$ cat src/rtl/fl_pkg.sv
package fl_pkg;
  localparam int unsigned IDX_LSB = 22;
  localparam int unsigned IDX_W   = 9;
  localparam logic [31:0] OFF_MASK = 32'h0007_FFFC;
  localparam logic [31:0] PTR_MASK = 32'hFFFF_FFC0;

  typedef enum logic [1:0] {
    RES_NONE   = 2'd0,
    RES_DIRECT = 2'd1,
    RES_MAPPED = 2'd2
  } res_e;

  typedef enum logic [2:0] {
    ST_IDLE, ST_DECODE, ST_ISSUE, ST_WAIT, ST_RESP
  } state_e;
endpackage

$ cat src/rtl/fl_cfg_regs.sv
module fl_cfg_regs #(
  parameter int unsigned NUM_THREADS = 4,
  localparam int unsigned TW = (NUM_THREADS > 1) ? $clog2(NUM_THREADS) : 1
) (
  input  logic          clk_i,
  input  logic          rst_ni,
  input  logic          we_i,
  input  logic [TW+1:0] addr_i,
  input  logic [31:0]   wdata_i,
  input  logic [TW-1:0] rd_thread_i,
  input  logic          rd_glb_i,
  output logic [31:0]   cfg0_o,
  output logic [31:0]   cfg1_o
);
  logic [31:0] regs_q [NUM_THREADS][2][2];

  for (genvar t = 0; t < NUM_THREADS; t++) begin : g_thr
    for (genvar h = 0; h < 2; h++) begin : g_half
      for (genvar w = 0; w < 2; w++) begin : g_word
        always_ff @(posedge clk_i or negedge rst_ni) begin
          if (!rst_ni) regs_q[t][h][w] <= '0;
          else if (we_i && addr_i[TW+1:2] == TW'(t) && addr_i[1] == 1'(h) && addr_i[0] == 1'(w))
            regs_q[t][h][w] <= wdata_i;
        end
      end
    end
  end

  assign cfg0_o = regs_q[rd_thread_i][rd_glb_i][0];
  assign cfg1_o = regs_q[rd_thread_i][rd_glb_i][1];
endmodule

$ cat src/rtl/fl_decode.sv
module fl_decode
  import fl_pkg::*;
#(
  parameter int unsigned NUM_THREADS   = 4,
  parameter logic [31:0] TABLE_BASE    = 32'h0600_0000,
  parameter logic [31:0] THREAD_STRIDE = 32'h0008_0000,
  parameter logic [31:0] GLOBAL_OFFSET = 32'h0004_0000,
  localparam int unsigned TW = (NUM_THREADS > 1) ? $clog2(NUM_THREADS) : 1
) (
  input  logic [31:0]   vaddr_i,
  input  logic [TW-1:0] thread_i,
  input  logic [31:0]   cfg0_i,
  input  logic [31:0]   cfg1_i,
  output logic          direct_o,
  output logic          in_range_o,
  output logic [31:0]   entry_addr_o
);
  logic             glb;
  logic [IDX_W-1:0] idx, base, diff;
  logic [3:0]       fld;
  logic [16:0]      upper;

  always_comb begin
    glb      = vaddr_i[31];
    // bit 31 is dropped, so both halves share one index space
    idx      = vaddr_i[IDX_LSB +: IDX_W];
    base     = cfg0_i[IDX_LSB +: IDX_W];
    fld      = cfg0_i[11:8];
    upper    = {8'b0, base} + (17'd1 << fld);
    direct_o = (vaddr_i[30:27] == 4'b0);
    in_range_o = (idx >= base) && ({8'b0, idx} <= upper);
    diff     = idx - base;
    entry_addr_o = TABLE_BASE + THREAD_STRIDE * 32'(thread_i) + (cfg1_i & OFF_MASK)
                 + (glb ? GLOBAL_OFFSET : 32'h0) + {21'b0, diff, 2'b00};
  end
endmodule

$ cat src/rtl/fl_ctrl.sv
module fl_ctrl
  import fl_pkg::*;
#(
  parameter int unsigned NUM_THREADS = 4,
  localparam int unsigned TW = (NUM_THREADS > 1) ? $clog2(NUM_THREADS) : 1
) (
  input  logic          clk_i,
  input  logic          rst_ni,
  input  logic          req_valid_i,
  output logic          req_ready_o,
  input  logic [31:0]   req_vaddr_i,
  input  logic [TW-1:0] req_thread_i,
  output logic [31:0]   vaddr_o,
  output logic [TW-1:0] thread_o,
  input  logic          direct_i,
  input  logic          in_range_i,
  input  logic [31:0]   entry_addr_i,
  output logic          mem_req_valid_o,
  input  logic          mem_req_ready_i,
  output logic [31:0]   mem_req_addr_o,
  input  logic          mem_rsp_valid_i,
  input  logic [31:0]   mem_rsp_data_i,
  output logic          rsp_valid_o,
  output res_e          rsp_code_o,
  output logic [31:0]   rsp_data_o
);
  state_e        state_q;
  logic [31:0]   vaddr_q, addr_q, data_q;
  logic [TW-1:0] thr_q;
  res_e          code_q;

  always_ff @(posedge clk_i or negedge rst_ni) begin
    if (!rst_ni) begin
      state_q <= ST_IDLE;
      vaddr_q <= '0;
      thr_q   <= '0;
      addr_q  <= '0;
      data_q  <= '0;
      code_q  <= RES_NONE;
    end else begin
      unique case (state_q)
        ST_IDLE: if (req_valid_i) begin
          vaddr_q <= req_vaddr_i;
          thr_q   <= req_thread_i;
          state_q <= ST_DECODE;
        end
        ST_DECODE: begin
          addr_q <= entry_addr_i;
          if (direct_i) begin
            code_q  <= RES_DIRECT;
            data_q  <= vaddr_q;
            state_q <= ST_RESP;
          end else if (!in_range_i) begin
            code_q  <= RES_NONE;
            data_q  <= '0;
            state_q <= ST_RESP;
          end else begin
            state_q <= ST_ISSUE;
          end
        end
        ST_ISSUE: if (mem_req_ready_i) state_q <= ST_WAIT;
        ST_WAIT: if (mem_rsp_valid_i) begin
          code_q  <= RES_MAPPED;
          data_q  <= mem_rsp_data_i;
          state_q <= ST_RESP;
        end
        ST_RESP: state_q <= ST_IDLE;
        default: state_q <= ST_IDLE;
      endcase
    end
  end

  assign req_ready_o     = (state_q == ST_IDLE);
  assign vaddr_o         = vaddr_q;
  assign thread_o        = thr_q;
  assign mem_req_valid_o = (state_q == ST_ISSUE);
  assign mem_req_addr_o  = addr_q;
  assign rsp_valid_o     = (state_q == ST_RESP);
  assign rsp_code_o      = code_q;
  assign rsp_data_o      = data_q;
endmodule

$ cat src/rtl/fl_lookup.sv
module fl_lookup
  import fl_pkg::*;
#(
  parameter int unsigned NUM_THREADS   = 4,
  parameter logic [31:0] TABLE_BASE    = 32'h0600_0000,
  parameter logic [31:0] THREAD_STRIDE = 32'h0008_0000,
  parameter logic [31:0] GLOBAL_OFFSET = 32'h0004_0000,
  localparam int unsigned TW = (NUM_THREADS > 1) ? $clog2(NUM_THREADS) : 1
) (
  input  logic          clk_i,
  input  logic          rst_ni,
  input  logic          cfg_we_i,
  input  logic [TW+1:0] cfg_addr_i,
  input  logic [31:0]   cfg_wdata_i,
  input  logic          req_valid_i,
  output logic          req_ready_o,
  input  logic [31:0]   req_vaddr_i,
  input  logic [TW-1:0] req_thread_i,
  output logic          mem_req_valid_o,
  input  logic          mem_req_ready_i,
  output logic [31:0]   mem_req_addr_o,
  input  logic          mem_rsp_valid_i,
  input  logic [31:0]   mem_rsp_data_i,
  output logic          rsp_valid_o,
  output logic [1:0]    rsp_code_o,
  output logic [31:0]   rsp_data_o,
  output logic [31:0]   rsp_ptr_o
);
  logic [31:0]   vaddr, cfg0, cfg1, entry_addr;
  logic [TW-1:0] thread;
  logic          direct, in_range;
  res_e          code;

  fl_cfg_regs #(.NUM_THREADS(NUM_THREADS)) u_cfg (
    .clk_i, .rst_ni,
    .we_i(cfg_we_i), .addr_i(cfg_addr_i), .wdata_i(cfg_wdata_i),
    .rd_thread_i(thread), .rd_glb_i(vaddr[31]),
    .cfg0_o(cfg0), .cfg1_o(cfg1)
  );

  fl_decode #(
    .NUM_THREADS(NUM_THREADS), .TABLE_BASE(TABLE_BASE),
    .THREAD_STRIDE(THREAD_STRIDE), .GLOBAL_OFFSET(GLOBAL_OFFSET)
  ) u_dec (
    .vaddr_i(vaddr), .thread_i(thread), .cfg0_i(cfg0), .cfg1_i(cfg1),
    .direct_o(direct), .in_range_o(in_range), .entry_addr_o(entry_addr)
  );

  fl_ctrl #(.NUM_THREADS(NUM_THREADS)) u_ctrl (
    .clk_i, .rst_ni,
    .req_valid_i, .req_ready_o, .req_vaddr_i, .req_thread_i,
    .vaddr_o(vaddr), .thread_o(thread),
    .direct_i(direct), .in_range_i(in_range), .entry_addr_i(entry_addr),
    .mem_req_valid_o, .mem_req_ready_i, .mem_req_addr_o,
    .mem_rsp_valid_i, .mem_rsp_data_i,
    .rsp_valid_o, .rsp_code_o(code), .rsp_data_o
  );

  assign rsp_code_o = code;
  assign rsp_ptr_o  = rsp_data_o & PTR_MASK;
endmodule

$ cat config.mk
export PLATFORM = sky130hd
export DESIGN_NAME = fl_lookup
export DESIGN_NICKNAME = d
export VERILOG_FILES = /design/src/rtl/fl_pkg.sv /design/src/rtl/fl_cfg_regs.sv /design/src/rtl/fl_decode.sv /design/src/rtl/fl_ctrl.sv /design/src/rtl/fl_lookup.sv
export SDC_FILE = /design/constraint.sdc
export NUM_CORES = 1
export LEC_CHECK = 0
export BUFFER_PORTS_ARGS = -buffer_cell sky130_fd_sc_hd__buf_2
export CAP_MARGIN = 30
export CORE_UTILIZATION = 46
export CTS_CLUSTER_SIZE = 30
export DETAILED_ROUTE_END_ITERATION = 12
export GPL_TIMING_DRIVEN = 0
export PLACE_DENSITY = 0.69
export SLEW_MARGIN = 10
export SYNTH_ARGS = -nofsm -noshare
export SYNTH_HDL_FRONTEND = slang
export SYNTH_SLANG_ARGS = --single-unit
$ cat constraint.sdc
create_clock -name clk_i -period 5.82 [get_ports clk_i]
set_clock_uncertainty 0.05 [all_clocks]
set_input_delay 0.582 -clock clk_i [delete_from_list [all_inputs] [get_ports clk_i]]
set_output_delay 0.582 -clock clk_i [all_outputs]
set_load 0.05 [all_outputs]
# After elaboration in Yosys (flattened, before gate mapping)
# Cells that the tools add are included.
# word_totals
ff_bits,615
inputBits,108
# op_classes
addsub,6
n_lt_le_gt_ge,4
eq_ne,11
shifts,1
mux,21
n_bitwise,4
reduce_logical,36
# op_table
cell,count
binary-select mux 128 bit (select 2 bit),1
two-way mux 127 bit,2
two-way mux 63 bit,3
two-way mux 32 bit,3
case mux 32 bit (2 select lines),1
adder 32 x 11 -> 32 bit,1
adder 32 x 19 -> 32 bit,1
adder 32 bit,1
logical AND 1 bit,29
"adder 27 x 21 -> 28 bit, first input constant",1
two-way mux 19 bit,1
adder 9 x 17 -> 17 bit,1
<= comparator 9 x 17 -> 1 bit,1
"left shift 1 x 4 -> 17 bit, first input constant",1
two-way mux 3 bit,5
case mux 3 bit (4 select lines),1
greater-or-equal comparator 9 bit,1
subtractor 9 bit,1
"equality test 3 x 2 -> 1 bit, second input constant",2
two-way mux 2 bit,3
AND reduction 3 bit,2
"equality test 2 bit, second input constant",2
zero test 4 bit,1
"!= test 2 bit, second input constant",2
other kinds (15),16

# Logic depth before layout (Yosys ltp)
# logic_depth
word_depth,14
mapped_depth,25
mapped_depth_nobuf,21

# Modules after synthesis
# Synthesis repeated with hierarchy kept, for this count alone.
# hier_totals
hier_cells,1959
hier_area_um2,29624.7
# modules_own_cells
mod,n_inst,cells_each,area_per_inst_um2
fl_cfg_regs,1,1360,22875.7
fl_ctrl,1,320,4700.8
fl_decode,1,246,1804.2
fl_lookup,1,33,244.0

# Least setup slack after synthesis
# Ideal clock, no wire load.
# synth_path
kind,reg2reg
from,register u_ctrl.thr_q[0] (netlist: u_ctrl.thread_o[0])
to,register u_ctrl.code_q[0] (netlist: u_ctrl.rsp_code_o[0])
setup_ns,0.125
arrival_ns,5.752
setup_slack_ns,-0.107
path_stages_with_launch,23
n_path_buf,5
path_cell_list,dfrtp_1 > buf_2 > buf_2 > buf_2 > buf_1 > mux4_2 > mux2_2 > ha_1 > fa_1 > a211oi_1 > nor2_1 > o311ai_0 > nand2b_1 > a21oi_1 > xor2_1 > ha_1 > nand2_1 > a221oi_1 > o21ai_0 > o31a_1 > or2_1 > buf_6 > mux2_4
# synth_via
elab_chain_len,13
# synth_lines
item,line_no,source
start: declaration,fl_ctrl.sv:29,logic [TW-1:0] thr_q;
start signal: assignment,fl_ctrl.sv:44,thr_q <= req_thread_i;
NOT 2 -> 3 bit (not written as such) *,fl_cfg_regs.sv:29,assign cfg0_o = regs_q[rd_thread_i][rd_glb_i][0];
binary-select mux 128 bit (select 2 bit) *,fl_cfg_regs.sv:29,
two-way mux 127 bit * (2 in series),-,
two-way mux 63 bit * (3 in series),-,
left shift 1 x 4 -> 17 bit,fl_decode.sv:29,"upper = {8'b0, base} + (17'd1 << fld);"
adder 9 x 17 -> 17 bit,fl_decode.sv:29,
<= comparator 9 x 17 -> 1 bit,fl_decode.sv:31,"in_range_o = (idx >= base) && ({8'b0, idx} <= upper);"
logical AND 1 bit *,fl_decode.sv:31,
!= test 3 bit (no line) *,-,
AND reduction 3 bit (no line) *,-,
end signal: assignment,fl_ctrl.sv:39,code_q <= RES_NONE;
end signal: assignment,fl_ctrl.sv:50,code_q <= RES_DIRECT;
end signal: assignment,fl_ctrl.sv:54,code_q <= RES_NONE;
end: declaration,fl_ctrl.sv:30,res_e code_q;
# Every way passes the cells marked *; elsewhere a longest branch is shown, timed or not. The select of a mux whose other input is x is not followed.
# A chain may end at the register's enable or synchronous reset.

# Final worst setup path
# layout_path
from,register u_ctrl.thr_q[1] (netlist: u_ctrl.thread_o[1])
to,register u_ctrl.code_q[0] (netlist: u_ctrl.rsp_code_o[0])
# The elaborated chain is that of the path after synthesis.

==> results.json <==
{
  "status": "completed",
  "avgSynthCellArea_um2": 13.4,
  "yosys_warnings": 0,
  "synth-edff-count": 0,
  "worstPathMaxFanout": 12,
  "wire_per_inst_um": 20.8,
  "setup_viol": 0,
  "viasPerCell": 5.58,
  "gp_routability_congestion": 0.911,
  "worstPathArrival_ps": 5970,
  "tritoncts": "done",
  "maxSlewHeadroom_pct": 36.7,
  "cts_root_buf": "clkbuf_16",
  "min-delay-path-class": "in -> reg",
  "ys_seq_area_share_pct": 51.0,
  "synth_xor_area_share_pct": 1.51,
  "synth-compound-area-share_pct": 6.48,
  "synth_adder_area_share_pct": 3.21,
  "fin_crit_ps": 5610,
  "start_kind": "register",
  "synth-simple-area-share_pct": 4.34,
  "start_util_pct": 46.9,
  "r2r_end": "u_ctrl.rsp_code_o[0]$_DFFE_PN0P_",
  "hold_viol": 0,
  "clockBufferDepth": 3,
  "area_growth_pct": 18.1,
  "setup_tns_ps": 0,
  "netlist_area_um2": 16300,
  "grt_pass1_vias": 11000,
  "place.port_buffers": 184,
  "p_per_area_nw_per_um2": 627,
  "row_count": 68,
  "ant_nets": 0,
  "path_cells": "buf_2, clkbuf_2, mux4_2, mux2i_1, inv_1, ha_1, a211oi_1, nor2_1, o311ai_2, nand2b_1, a21oi_1, xor2_1, ha_1, nand2_1, a221oi_1, o21ai_0, o31a_1, or2_1, buf_6, mux2_4",
  "ff2ff_setup_slack_ps": 210,
  "reg2regPathDepth": 20,
  "coreArea_um2": 34700,
  "gr-total-overflow": 0,
  "htreeDepth": 2,
  "rsz0062_at_grt": "false",
  "fmax_mhz": 178,
  "layout-drive-gt1-share_pct": 44.8,
  "ios": 209,
  "clkLatencyLatePin_ps": 530,
  "cp_data_required_time_ps": 6180,
  "clock-sinks": 332,
  "ys_seq_elements": 332,
  "clk_pin_slew_ps": 60,
  "nNetsFinal": 1608,
  "min_to": "u_ctrl.vaddr_o[22]$_DFFE_PN0P_",
  "synth.distinct_cells": 59,
  "hold_depth": 3,
  "grt_max_degree": 113,
  "netlist_instances": 1217,
  "end_kind": "register",
  "timing.hold.ws_ps": 228,
  "postLayoutCoreUtil_pct": 55.4,
  "worst_slew_pin_slew_ps": 950,
  "layout_common_cells": "dfrtp_1, mux2_2, buf_2, o21ai_0, mux4_2",
  "hp-start": "req_vaddr_i[22]",
  "drt_iter0_drc": 505,
  "maxSlewViolCount": 0,
  "slowest_delay_ps": 540,
  "critical_path_class": "reg -> reg",
  "final_common_cell": "dfrtp_1",
  "die_area_um2": 36200,
  "dr.pass1.iters": 5,
  "post-route-period-util_pct": 96.4,
  "r2r-start": "u_ctrl.thread_o[1]$_DFFE_PN0P_",
  "num_vias": 10800,
  "die_x_um": 190,
  "crit_top_cell": "ha_1",
  "dp_slack_ps": -1230,
  "drc_errors": 0,
  "maxCapViolCount": 0,
  "synth_top_family_by_area": "multiplexers",
  "worst_slack_ps": 211,
  "tritoncts.num_buffers": 36,
  "dp.final_hpwl_um": 28500,
  "antenna_found_initial": 4,
  "synth_top_flop_cell": "dfrtp_1",
  "die_y_um": 190,
  "irDropWorstVdd_v": 0.000422,
  "grt_pass1_wl_um": 63500,
  "p_leak_uw": 0.00876,
  "synthArstFlopShare_pct": 100,
  "synthMuxAreaShare_pct": 29.2,
  "crit_slowest_cell": "dfrtp_2",
  "grt.total_usage_pct": 22.9,
  "drt-total-wl_um": 40500
}
## cell usage after synthesis (12+ instances only)
| master | count | area, um^2 |
|---|---|---|
| xor2_1 | 14 | 123 |
| clkbuf_1 | 48 | 180 |
| o21ai_0 | 87 | 435 |
| a22oi_1 | 30 | 225 |
| mux4_2 | 56 | 1260 |
| xnor2_1 | 14 | 123 |
| dfrtp_1 | 332 | 8310 |
| mux2i_1 | 23 | 230 |
| ha_1 | 37 | 463 |
| buf_4 | 43 | 323 |
| nor2_1 | 44 | 165 |
| mux2_2 | 289 | 3250 |
| a21oi_1 | 21 | 105 |
| buf_1 | 12 | 45.0 |
| inv_1 | 18 | 67.6 |
| nand2_1 | 34 | 128 |
## how the worst max path moves through the flow
| stage | startpoint | end | slack (ps) | cells past startpoint |
|---|---|---|---|---|
| floorplan | u_ctrl.thread_o[0]$_DFFE_PN0P_ | u_ctrl.rsp_code_o[0]$_DFFE_PN0P_ | 160 | 22 |
| global placement | rst_ni | u_cfg.regs_q[381]$_DFFE_PN0P_ | -2170 | 1 |
| detailed placement | u_ctrl.thread_o[1]$_DFFE_PN0P_ | u_ctrl.rsp_data_o[17]$_DFFE_PN0P_ | -1230 | 22 |
| CTS | u_ctrl.thread_o[0]$_DFFE_PN0P_ | u_ctrl.rsp_code_o[0]$_DFFE_PN0P_ | 30 | 22 |
| global route | u_ctrl.thread_o[0]$_DFFE_PN0P_ | u_ctrl.rsp_code_o[0]$_DFFE_PN0P_ | 20 | 22 |
| finish | u_ctrl.thread_o[1]$_DFFE_PN0P_ | u_ctrl.rsp_code_o[0]$_DFFE_PN0P_ | 210 | 20 |
## power by group
part	switching [uW]	leakage (uW)	internal, uW
clock network	927	0.000570	1280
registers	436	0.00411	2990
logic	3720	0.00408	2700
total	5080	0.00876	6970
## through the flow
step | power, uW | std cells | instance area, um^2
after floorplan | 8130 | 1232 | 16300
after global placement | 9580 | 1871 | 17800
after detailed placement | 9760 | 1876 | 18000
after CTS | 12100 | 1937 | 19200
after global routing | 12900 | 1941 | 19200
final | 12100 | 1942 | 19200
## critical path: cells and delay by family, from the launching register on
kind	cells	cell delay, ps
muxes	3	1120
adders and majority gates	2	690
buffers and inverters	4	980
xor gates and xnor gates	1	90
DFF	1	540
AOI/OAI and AO/OA	6	1510
and+or+nand+nor	4	500
## routing by layer
| layer | up-vias | wire, um | global-route usage, % |
|---|---|---|---|
| li1 | 4889 | - | - |
| met2 | 324 | 19300 | 37.3 |
| met4 | 4 | 1120 | 7.66 |
| met1 | 5554 | 17700 | 31.1 |
| met3 | 70 | 2300 | 4.11 |
| met5 | - | 19 | 0 |
## final cells by class
cell class | count | area [um^2]
diodes | 2 | 5.00
plain buffers | 109 | 688
clock buffers | 51 | 1030
clock inverters | 12 | 119
fillers | 2899 | 15500
inverters | 18 | 67.6
multi-input cells | 770 | 7380
flip-flops and latches | 332 | 8310
well taps | 455 | 569
repair buffers | 193 | 1070
## state kept, by name, indices dropped and copies added (netlist names)
name                   count
u_cfg.regs_q             240
u_ctrl.mem_req_addr_o     21
u_ctrl.rsp_code_o          2
u_ctrl.rsp_data_o         32
u_ctrl.state_q             3
u_ctrl.thread_o            2
u_ctrl.vaddr_o            32
## logic make-up (layout without fill, tap and decap cells)
logic type / after synthesis / after routing
multiplexers: 369 / 369
flip-flops: 332 / 332
AO/OA/AOI/OAI: 174 / 174
AND/OR/NAND/NOR: 143 / 143
buffers and inverters: 130 / 383
adder cells (fa/ha/maj): 40 / 40
XOR/XNOR: 28 / 28
other: 1 / 18
## what timing repair did
action                                  4_1_cts  5_1_grt
resized for setup                            22       19
hold endpoints to repair                     62        0
endpoints found under the setup margin       47       39
pin swaps                                     0        1
hold buffers                                  1        0
buffers inserted                              0        1
cloned                                        0        0
Power figures use the tool's default switching activity.
